--- src/rtl/usb_in_bank_buf.sv ---
module usb_in_bank_buf #(
  parameter int NBANK  = 2,
  parameter int EPSIZE = 64
) (
  input  logic                         clk,
  input  logic                         rst_n,
  input  logic                         cpu_wr_en,
  input  logic [7:0]                   cpu_wr_data,
  input  logic                         cpu_ack_rdy,
  input  logic                         cpu_release,
  input  logic                         cpu_kill,
  input  logic                         irq_en,
  output logic                         rdy_flag,
  output logic                         fifoctl_flag,
  output logic                         wr_allow,
  output logic [$clog2(EPSIZE+1)-1:0]  byte_cnt,
  output logic                         irq,
  input  logic                         tok_in,
  input  logic                         host_ack,
  output logic                         tx_valid,
  output logic [7:0]                   tx_data,
  output logic                         tx_last,
  output logic                         tx_nak,
  output logic                         tx_zlp
);
  localparam int CW = $clog2(EPSIZE+1);
  localparam int AW = $clog2(EPSIZE);

  logic [7:0]    mem  [NBANK][EPSIZE];
  logic [CW-1:0] blen [NBANK];
  logic          cpu_ptr, host_ptr;
  logic [1:0]    nfill;
  logic          inflight, busy;
  logic [AW-1:0] rd_idx;

  logic          rel_ok, kill_ok, kill_new, kill_old, ack_ok, start, wr_ok, grant, nak_now;
  logic [2:0]    nfill_n;

  function automatic logic nxt(input logic p);
    return (NBANK == 1) ? 1'b0 : ~p;
  endfunction

  assign rel_ok   = cpu_release && fifoctl_flag && !cpu_kill;
  assign kill_new = cpu_kill && nfill == 2'd2;
  assign kill_old = cpu_kill && nfill == 2'd1 && !inflight;
  assign kill_ok  = kill_new || kill_old;
  assign ack_ok   = host_ack && inflight && !busy;
  assign start    = tok_in && !busy && !host_ack && nfill != 2'd0 && !kill_old;
  assign nak_now  = tok_in && !busy && !host_ack && (nfill == 2'd0 || kill_old);
  assign wr_ok    = cpu_wr_en && wr_allow && !cpu_release && !cpu_kill;
  assign nfill_n  = 3'(nfill) + 3'(rel_ok) - 3'(ack_ok) - 3'(kill_ok);
  assign grant    = (nfill_n < 3'(NBANK)) && (rel_ok || !fifoctl_flag);

  assign wr_allow = fifoctl_flag && (byte_cnt < CW'(EPSIZE));
  assign irq      = rdy_flag && irq_en;
  assign tx_valid = busy;
  assign tx_data  = mem[host_ptr][rd_idx];
  assign tx_last  = busy && (CW'(rd_idx) == blen[host_ptr] - 1'b1);

  always_ff @(posedge clk)
    if (wr_ok) mem[cpu_ptr][byte_cnt[AW-1:0]] <= cpu_wr_data;

  always_ff @(posedge clk) begin
    if (!rst_n) begin
      for (int b = 0; b < NBANK; b++) blen[b] <= '0;
      cpu_ptr      <= 1'b0;
      host_ptr     <= 1'b0;
      nfill        <= 2'd0;
      byte_cnt     <= '0;
      fifoctl_flag <= 1'b1;
      rdy_flag     <= 1'b1;
      inflight     <= 1'b0;
      busy         <= 1'b0;
      rd_idx       <= '0;
      tx_nak       <= 1'b0;
      tx_zlp       <= 1'b0;
    end else begin
      nfill        <= nfill_n[1:0];
      fifoctl_flag <= nfill_n < 3'(NBANK);
      if (wr_ok) byte_cnt <= byte_cnt + 1'b1;
      if (rel_ok) begin
        blen[cpu_ptr] <= byte_cnt;
        cpu_ptr       <= nxt(cpu_ptr);
      end
      if (rel_ok || grant) byte_cnt <= '0;
      if (kill_new) cpu_ptr <= nxt(cpu_ptr);
      if (grant) rdy_flag <= 1'b1;
      else if (cpu_ack_rdy) rdy_flag <= 1'b0;
      if (kill_old || ack_ok) host_ptr <= nxt(host_ptr);
      if (ack_ok) inflight <= 1'b0;
      tx_nak <= nak_now;
      tx_zlp <= start && blen[host_ptr] == '0;
      if (start) begin
        inflight <= 1'b1;
        busy     <= blen[host_ptr] != '0;
        rd_idx   <= '0;
      end else if (busy) begin
        if (tx_last) busy <= 1'b0;
        else rd_idx <= rd_idx + 1'b1;
      end
    end
  end

  a_r4_count_step: assert property (@(posedge clk) disable iff (!rst_n)
    wr_ok |=> byte_cnt == $past(byte_cnt) + 1'b1);
  a_r5_count_bound: assert property (@(posedge clk) disable iff (!rst_n)
    byte_cnt <= CW'(EPSIZE));
  a_r6_no_write_without_bank: assert property (@(posedge clk) disable iff (!rst_n)
    !fifoctl_flag |-> !wr_allow);
  a_r8_single_packet_end: assert property (@(posedge clk) disable iff (!rst_n)
    tx_last |=> !tx_valid);
  a_r8_zlp_excl: assert property (@(posedge clk) disable iff (!rst_n)
    tx_zlp |-> !tx_valid && !tx_nak);
  a_r10_fill_bound: assert property (@(posedge clk) disable iff (!rst_n)
    nfill <= 2'(NBANK));
endmodule

--- config.mk ---
export PLATFORM = sky130hd
export DESIGN_NAME = usb_in_bank_buf
export DESIGN_NICKNAME = d
export VERILOG_FILES = /design/src/rtl/usb_in_bank_buf.sv
export SDC_FILE = /design/constraint.sdc
export NUM_CORES = 1
export LEC_CHECK = 0
export BUFFER_PORTS_ARGS = -buffer_cell sky130_fd_sc_hd__buf_2
export CORE_MARGIN = 1.5
export CORE_UTILIZATION = 55
export DETAILED_ROUTE_END_ITERATION = 8
export PLACE_DENSITY = 0.69
export SKIP_CTS_REPAIR_TIMING = 1
export SYNTH_ARGS = -nofsm -noshare
export SYNTH_HDL_FRONTEND = slang
export SYNTH_SLANG_ARGS = --single-unit
export TNS_END_PERCENT = 30
--- constraint.sdc ---
create_clock -name clk -period 8.2 [get_ports clk]
set_input_delay 0.82 -clock clk [delete_from_list [all_inputs] [get_ports clk]]
set_output_delay 0.82 -clock clk [all_outputs]
set_load 0.03 [all_outputs]
# Word level (Yosys, flattened, before mapping)
# Memory sizes are Yosys's and may differ from the RTL's. A register that Yosys moved wholly into a read port is not among the register bits.
# Index checks and enable logic that the tools add are counted.
[totals]
output_inout_bits = 23
ramBits = 1038
n_memories = 2
inputBits = 17
regBits = 23
[op_classes]
eq_ne = 3
n_mux = 25
n_addsub = 6
order_cmp = 5
reduce_logical = 44
n_bitwise = 6
[memory_table]
columns = ["name", "words", "width", "rd", "rd_ports_with_merged_regs", "wr", "line_no", "source"]
rows = [
  ["mem", 2, 512, 1, 1, 1, "29", "logic [7:0] mem [NBANK][EPSIZE];"],
  ["blen", 2, 7, 1, 1, 2, "30", "logic [CW-1:0] blen [NBANK];"],
]
[op_table]
columns = ["operator", "count"]
rows = [
  ["512-bit two-way mux", 1],
  ["8-bit binary-select mux with 6-bit select", 1],
  ["8-bit demux with 6-bit select", 1],
  ["8-bit two-way mux", 3],
  ["1-bit logical AND", 21],
  ["1-bit two-way mux", 18],
  ["7-bit greater-or-equal comparator (second input constant)", 2],
  ["6-bit inverter with 7-bit output", 2],
  ["7-bit by 1-bit adder with 7-bit output (second input constant)", 1],
  ["6-bit by 7-bit equality test with 1-bit output", 1],
  ["1-bit zero test", 7],
  ["7-bit zero test", 1],
  ["7-bit by 1-bit less-than comparator with 1-bit output (second input constant)", 1],
  ["7-bit less-than comparator (second input constant)", 1],
  ["7-bit two-way mux", 1],
  ["7-bit nonzero test", 1],
  ["7-bit OR reduction", 1],
  ["7-bit by 1-bit subtractor with 7-bit output (second input constant)", 1],
  ["6-bit by 1-bit adder with 6-bit output (second input constant)", 1],
  ["2-bit nonzero test", 3],
  ["2-bit OR reduction", 3],
  ["3-bit by 1-bit subtractor with 3-bit output", 2],
  ["1-bit logical OR", 5],
  ["1-bit inverter", 4],
  ["6 further kinds", 6],
]

# Longest topological paths before layout
# Gate-level depths: netlist of the first run.
[logic_depth]
word_depth = 9
depth_mapped = 15
ltp_nobuf = 12

# Worst setup path after synthesis of the first run
# No wires, ideal clock.
[synth_timing]
path_type = "register to output"
start = "reg with a tool-made name"
end = "out tx_last"
t_arrival_ns = 3.386
stages_incl_launch_ff = 13
slack_ns = 3.994
n_path_buf = 5
required_ns = 7.380
path_cell_list = "dfxtp_1 -> buf_6 -> buf_6 -> buf_4 -> buf_4 -> buf_2 -> mux2i_1 -> ha_1 -> nor4bb_1 -> a22oi_1 -> xnor2_1 -> nand3_1 -> nor4b_1"
[synth_rtl]
columns = ["element", "line_no", "source"]
rows = [
  ["end: declaration", "22", "output logic tx_last,"],
]

==> run metrics, run 1 <==
Post-DP Area about 43,000 µm²; max-slew violation count 0; TritonCTS clock tree yes; initial antenna violation count 0; antenna viol nets, final 0; core area roughly 74,000 µm²; CP max stage cell a2111oi_0; mapped cell area 41,370 µm²; CP Class register to primary output; most used cell, CP mux4_2; CP peak stage delay just over 0.9 ns; setup TNS 0 ns; mean post-synth cell area roughly 22 µm²; clk_skew between 0.02 and 0.03 ns; CTS Buf Count 105; RSZ-0062 raised after global routing false; PD cells 266.8 nW/µm²; crit path time final 5.806 ns; max cap viols 0; Synth Register Bits ~1,100; Commonest cells post-synth 1,038 x edfxtp_1, 304 x mux4_2, 148 x nor2_1; Reg2Reg Capture Point mem[1][140]; grt total ovfl 0; final count of hold timing violations 0; # IOs 40; number of synthesized flops with an enable pin slightly above 1,000; Root Buffer clkbuf_16; syn nets 1,897; pre-CTS worst setup slack slightly above 3 ns; I/O Buffers 39; DRT Wirelength ~92,000 µm; critical path fanouts, max 64; via count around 19,000; synthesized netlist cell count 1,873; post-synthesis sequential area ratio 0.7650; WP data required between 7 and 8 ns; cell area after layout approximately 46,000 µm²; Most used DFF post-synth edfxtp_1; Wirelength per Cell around 30 µm; worst reg2reg setup slack approximately 4.2 ns; Synth cell types 47; peak supply drop around 0.17 mV; Worst-path clk slew approximately 0.060 ns; vias per cell 6.431; CP Capture Type primary output; most frequent cell after synthesis edfxtp_1; routability-driven placement congestion ratio 0.8125; ranking of synthesized cells by area edfxtp_1 75%, mux4_2 17%, nor2_1 1.3%; NumNets Final 1,977; drc violations 0; H-tree depth 3; worst hold margin around 0.34 ns; final setup violation count 0; TritonCTS Sinks approximately 1,100; TritonRoute pass-1 iters 7; first-pass GRT wire length between 100,000 and 150,000 µm; share of cells above drive strength 1 0.2614; diode count 0; Die ar. just under 80,000 µm²; Max Root-Sink Buffers 3; leak pwr between 10 and 15 nW; largest net degree at the start of global routing about 120; Fmax about 170 MHz; post-route setup slack roughly 2.4 ns; crit path DAT 4.99 ns; Final period util 0.7080; total track usage 0.2445; die height 277.3 µm; status completed; Worst Hold Class input pin to register; Iteration-0 DRC Markers approximately 2,100; CP startpoint kind register; CP cell instances buf_12, mux4_2, mux4_2, a22o_1, a2111oi_0, a21oi_1, buf_2; vias in the first global route approximately 20,000; Pwr Total roughly 12 mW; Worst R2R Start fifoctl_flag; Relative slew margins 0.1166; Site Rows 100; Area Overhead vs Synth 11.41%; Least-Margin Pin Slew about 1.3 ns; largest area contributor in the netlist edfxtp_1; worst r2r path cells 5; Initial Utilization 0.5557; Yosys warnings 0; post-DP HPWL roughly 54,000 µm; Clock Latency Late Sink around 0.66 ns; Async S/R FF share, synth 0; Yosys top cell area share 0.7534; min-delay src cpu_ack_rdy; Die Width ~280 µm; hold-critical path endpoint rdy_flag; Hold Crit Depth 2
[layer usage]
metal  wire (µm)  track usage
met1       37480       0.3561
met2       44070       0.3777
met3        8016      0.05567
met5           0            0
met4        2028      0.06917
[worst max-delay path, delay by kind of cell, from the launching register on]
kind	cells	cell delay [ns]
AOI/OAI and AO/OA	3	1.43
buffers and inverters	2	0.77
DFF	1	0.91
muxes	2	1.10
[final cells by class]
cell class                 instances  area [µm²]
sequential                      1062       31660
clock inverter                    52       559.3
tap                              969        1212
clock buffer                     141        2908
multi-input combinational        701        9199
fill                            4944       28350
timing repair buffer              75       523.0
inverter                           8       30.03
[through the flow]
step / cells / utilization
2_1_floorplan: 1873 / -
3_3_place_gp: 2815 / 0.5726
3_5_place_dp: 2815 / 0.5726
4_1_cts: 3008 / 0.6192
5_1_grt: 3008 / 0.6192
6_report: 3008 / 0.6192
[logic make-up after synthesis]
kind of cell	after synthesis	share of synthesized area
buffers and inverters	110	0.01270
AND/OR/NAND/NOR	247	0.02692
adder cells (fa/ha/maj)	7	0.002298
XOR/XNOR	17	0.003599
multiplexers	344	0.1752
AO/OA/AOI/OAI	86	0.01431
flip-flops	1062	0.7650
[worst max path at each step]
stage,end,slack [ns],cells past startpoint
3_3_place_gp,tx_data[1],3.11,7
2_1_floorplan,tx_last,3.99,12
5_1_grt,tx_data[0],1.96,7
3_5_place_dp,tx_data[0],3.05,7
4_1_cts,tx_data[0],2.35,7
6_report,tx_data[0],2.39,7
[where the power goes]
group | switching (mW) | internal [mW]
clock network | 1.97 | 2.85
registers | 0.0745 | 5.98
logic | 0.719 | 0.707
[registers in the layout, indices dropped and copies added (netlist names), named ones only]
name / flops
rdy_flag: 1
host_ptr: 1
byte_cnt: 7
tx_nak: 1
nfill: 2
rd_idx: 6
tx_zlp: 1
mem: 1024
fifoctl_flag: 1
cpu_ptr: 1
blen: 14
inflight: 1
tx_valid: 1
[cell usage in the layout, fill, tap and decap left out, types with 12 or more instances in the layout]
cell	n
buf_4	41
clkinv_1	21
dfxtp_1	20
buf_2	31
nor2_1	148
and2_1	22
mux2i_1	40
mux4_2	304
a21oi_1	25
bufinv_16	12
clkbuf_16	109
clkbuf_1	26
edfxtp_1	1038
nand2_1	22
nand3_1	16
(Power assumes the default switching activity.)
==> inputs of run 2 (changes only) <==
--- a/config.mk
+++ b/config.mk
@@ -5,6 +5,7 @@
 export SDC_FILE = /design/constraint.sdc
 export NUM_CORES = 1
 export LEC_CHECK = 0
+export ABC_AREA = 1
 export BUFFER_PORTS_ARGS = -buffer_cell sky130_fd_sc_hd__buf_2
 export CORE_MARGIN = 1.5
 export CORE_UTILIZATION = 55
==> constraint.sdc (replaced) <==
create_clock -name clk -period 5.6 [get_ports clk]
set_input_delay 0.56 -clock clk [delete_from_list [all_inputs] [get_ports clk]]
set_output_delay 0.56 -clock clk [all_outputs]
set_load 0.03 [all_outputs]
==> run 2 against run 1 <==
  * Sequential power grew 46%
  * First-iteration DRC count up 79%
  * Area after synthesis grew 6.5%
  * Non-clock buffer count rose by 12
  * Synthesized cell count increased by 110%
  * Sequential cell count did not move
  * Critical path depth is 4 higher
  * Worst setup slack lost 1.5 ns
  * Largest cell class unchanged
  * Largest power group unchanged
  * Highest routed layer unchanged
==> run metrics, run 2 <==
number of synthesized flops with an enable pin just over 1,000; Pwr Total about 19 mW; Max Root-Sink Buffers 3; Commonest cells post-synth 1,038 x edfxtp_1, 923 x nand2_1, 714 x nor2_1; Switch Pwr 5.288 mW; drc violations 0; NumNets Final slightly below 4,000; Post-Synth XOR/XNOR Area 0.001193; pre-CTS worst setup slack about 1.6 ns; largest area contributor in the netlist edfxtp_1; Int Power between 10 and 15 mW; Root Buffer clkbuf_16; Fmax between 200 and 250 MHz; share of cells above drive strength 1 0.06574; worst r2r path cells 8; mapped cell area ~44,000 µm²; main combinational cell family by area after synthesis simple AND/OR/NAND/NOR gates; TritonCTS Sinks 1,062; Initial Utilization 0.5569; post-synthesis mux area share 0; die height roughly 290 µm; CP Class register to primary output; syn nets 3,949; first-pass GRT wire length 169,200 µm; CP Capture Type primary output; max-slew violation count 0; switch share 0.2827; Relative slew margins 0.1624; Wirelength per Cell around 22 µm; synthesized netlist cell count just under 4,000; TritonCTS clock tree yes; DRT Wirelength 112,100 µm; Hold Crit Depth 2; routability-driven placement congestion ratio roughly 0.85; ranking of synthesized cells by area edfxtp_1 71%, nand2_1 7.9%, nor2_1 6.1%; most used cell, CP nor2_1; WP data required between 5 and 6 ns; H-tree depth 3; complex-gate fraction of the synthesized area 0.04497; antenna viol nets, final 0; Final period util 0.8484; Clock power frac 0.364; CP max stage cell dfxtp_4; CP startpoint kind register; crit path DAT ~4.2 ns; vias per cell 5.838; Final Non-Filler Cells between 5,000 and 6,000; Async S/R FF share, synth 0; Worst Hold Class input pin to register; setup TNS 0 ns; PD cells just under 400 nW/µm²; RSZ-0062 raised after global routing false; max FFs per register between 1,000 and 1,500; TritonRoute pass-1 iters 6; initial antenna violation count 1; # IOs 40; Synth cell types 34; max cap viols 0; Seq pwr share 0.473; Die Width around 290 µm; Worst-path clk slew 0.06 ns; Clock Latency Late Sink between 0.6 and 0.7 ns; combinational power share 0.163; Synth Register Bits ~1,100; final count of hold timing violations 0; most frequent cell after synthesis edfxtp_1; core area 79,130 µm²; Die ar. ~82,000 µm²; Yosys warnings 0; most frequent cells in the layout 1,038 x edfxtp_1, 923 x nand2_1, 712 x nor2_1; post-synthesis sequential area ratio 0.7182; Site Rows around 100; post-route setup slack roughly 0.85 ns; adder-cell share of the synthesized area 0.002158; CP cell instances buf_12, buf_4, o21ai_0, o22ai_1, nor2_1, nor2_1, nor2_1, nor2_1, nor2_1, nor2_1, buf_2; grt total ovfl 0; crit path time final roughly 4.8 ns; Post-Synth Simple-Gate Area 0.2004; placed cells around 4,800; total track usage 0.2734; I/O Buffers 39; post-DP HPWL around 63,000 µm; Iteration-0 DRC Markers 3,841; peak supply drop roughly 0.34 mV; status completed; largest net degree at the start of global routing between 150 and 200; commonest non-fill, non-tap cell in the layout edfxtp_1; final setup violation count 0; Most used DFF post-synth edfxtp_1; via count just under 30,000; mean post-synth cell area 11.23 µm²; CP peak stage delay roughly 0.86 ns; Least-Margin Pin Slew between 1 and 1.5 ns; Area Overhead vs Synth 9.520%; leak pwr 16.96 nW; critical path fanouts, max 115; clk_skew ~0.044 ns; Yosys top cell area share 0.7073; CTS Buf Count 106; vias in the first global route about 28,000
## run 2: logic make-up after synthesis
logic type      Yosys count
flops                  1062
xor+xnor                  6
buf+inv                 304
fa+ha+maj                 7
compound gates          379
simple gates           2167
## run 2: metrics by stage
| stage | utilization | hold WS [ns] | instance area [µm²] |
|---|---|---|---|
| 5_1_grt | 0.6099 | 0.06178 | 48260 |
| 6_report | 0.6099 | 0.07068 | 48260 |
| 4_1_cts | 0.6099 | 0.04548 | 48260 |
| 2_1_floorplan | - | 0.4674 | 44070 |
| 3_5_place_dp | 0.5680 | 0.4558 | 44950 |
| 3_3_place_gp | 0.5680 | 0.4552 | 44950 |
## run 2: per-layer routing
| metal | up-vias | share of wire | GRT usage | routed length, µm |
|---|---|---|---|---|
| met5 | - | 0 | 0 | 0 |
| met4 | 0 | 0.032 | 0.09841 | 3608 |
| met3 | 211 | 0.088 | 0.04474 | 9866 |
| met2 | 1383 | 0.47 | 0.4286 | 52700 |
| met1 | 14170 | 0.41 | 0.3898 | 45970 |
| li1 | 13550 | - | - | - |
## run 2: power groups by stage
stage | Combinational [mW] | Sequential (mW) | Clock [mW]
2_1_floorplan | 2.18 | 8.96 | 0
4_1_cts | 3.04 | 8.85 | 6.84
6_report | 3.05 | 8.85 | 6.81
3_3_place_gp | 2.98 | 9.01 | 0
5_1_grt | 3.38 | 8.85 | 7.15
3_5_place_dp | 3.02 | 9.02 | 0
## run 2: area by class of cell
| type | instances | area (µm²) |
|---|---|---|
| multi-input combinational | 2559 | 11000 |
| clock inverter | 70 | 538.0 |
| antenna | 1 | 2.502 |
| fill | 6192 | 30870 |
| clock buffer | 127 | 2774 |
| timing repair buffer | 87 | 700.7 |
| sequential | 1062 | 31670 |
| inverter | 65 | 262.8 |
| tap | 1050 | 1314 |
## run 2: path summary, 6_finish.rpt
check	startpoint	to	slack (ns)
setup / recovery	register	tx_data[1]	0.85
hold / removal	cpu_ack_rdy	rdy_flag	0.07
setup reg to reg	fifoctl_flag	mem[0][255]	2.21
hold reg to reg	rdy_flag	rdy_flag	0.48
## run 2: critical path, delay by kind of cell, from the launching register on
family                 cells  cell delay [ns]
buffers and inverters      3             1.13
AND/OR/NAND/NOR            6             1.02
flip-flops                 1             0.86
AO/OA/AOI/OAI              2             0.38
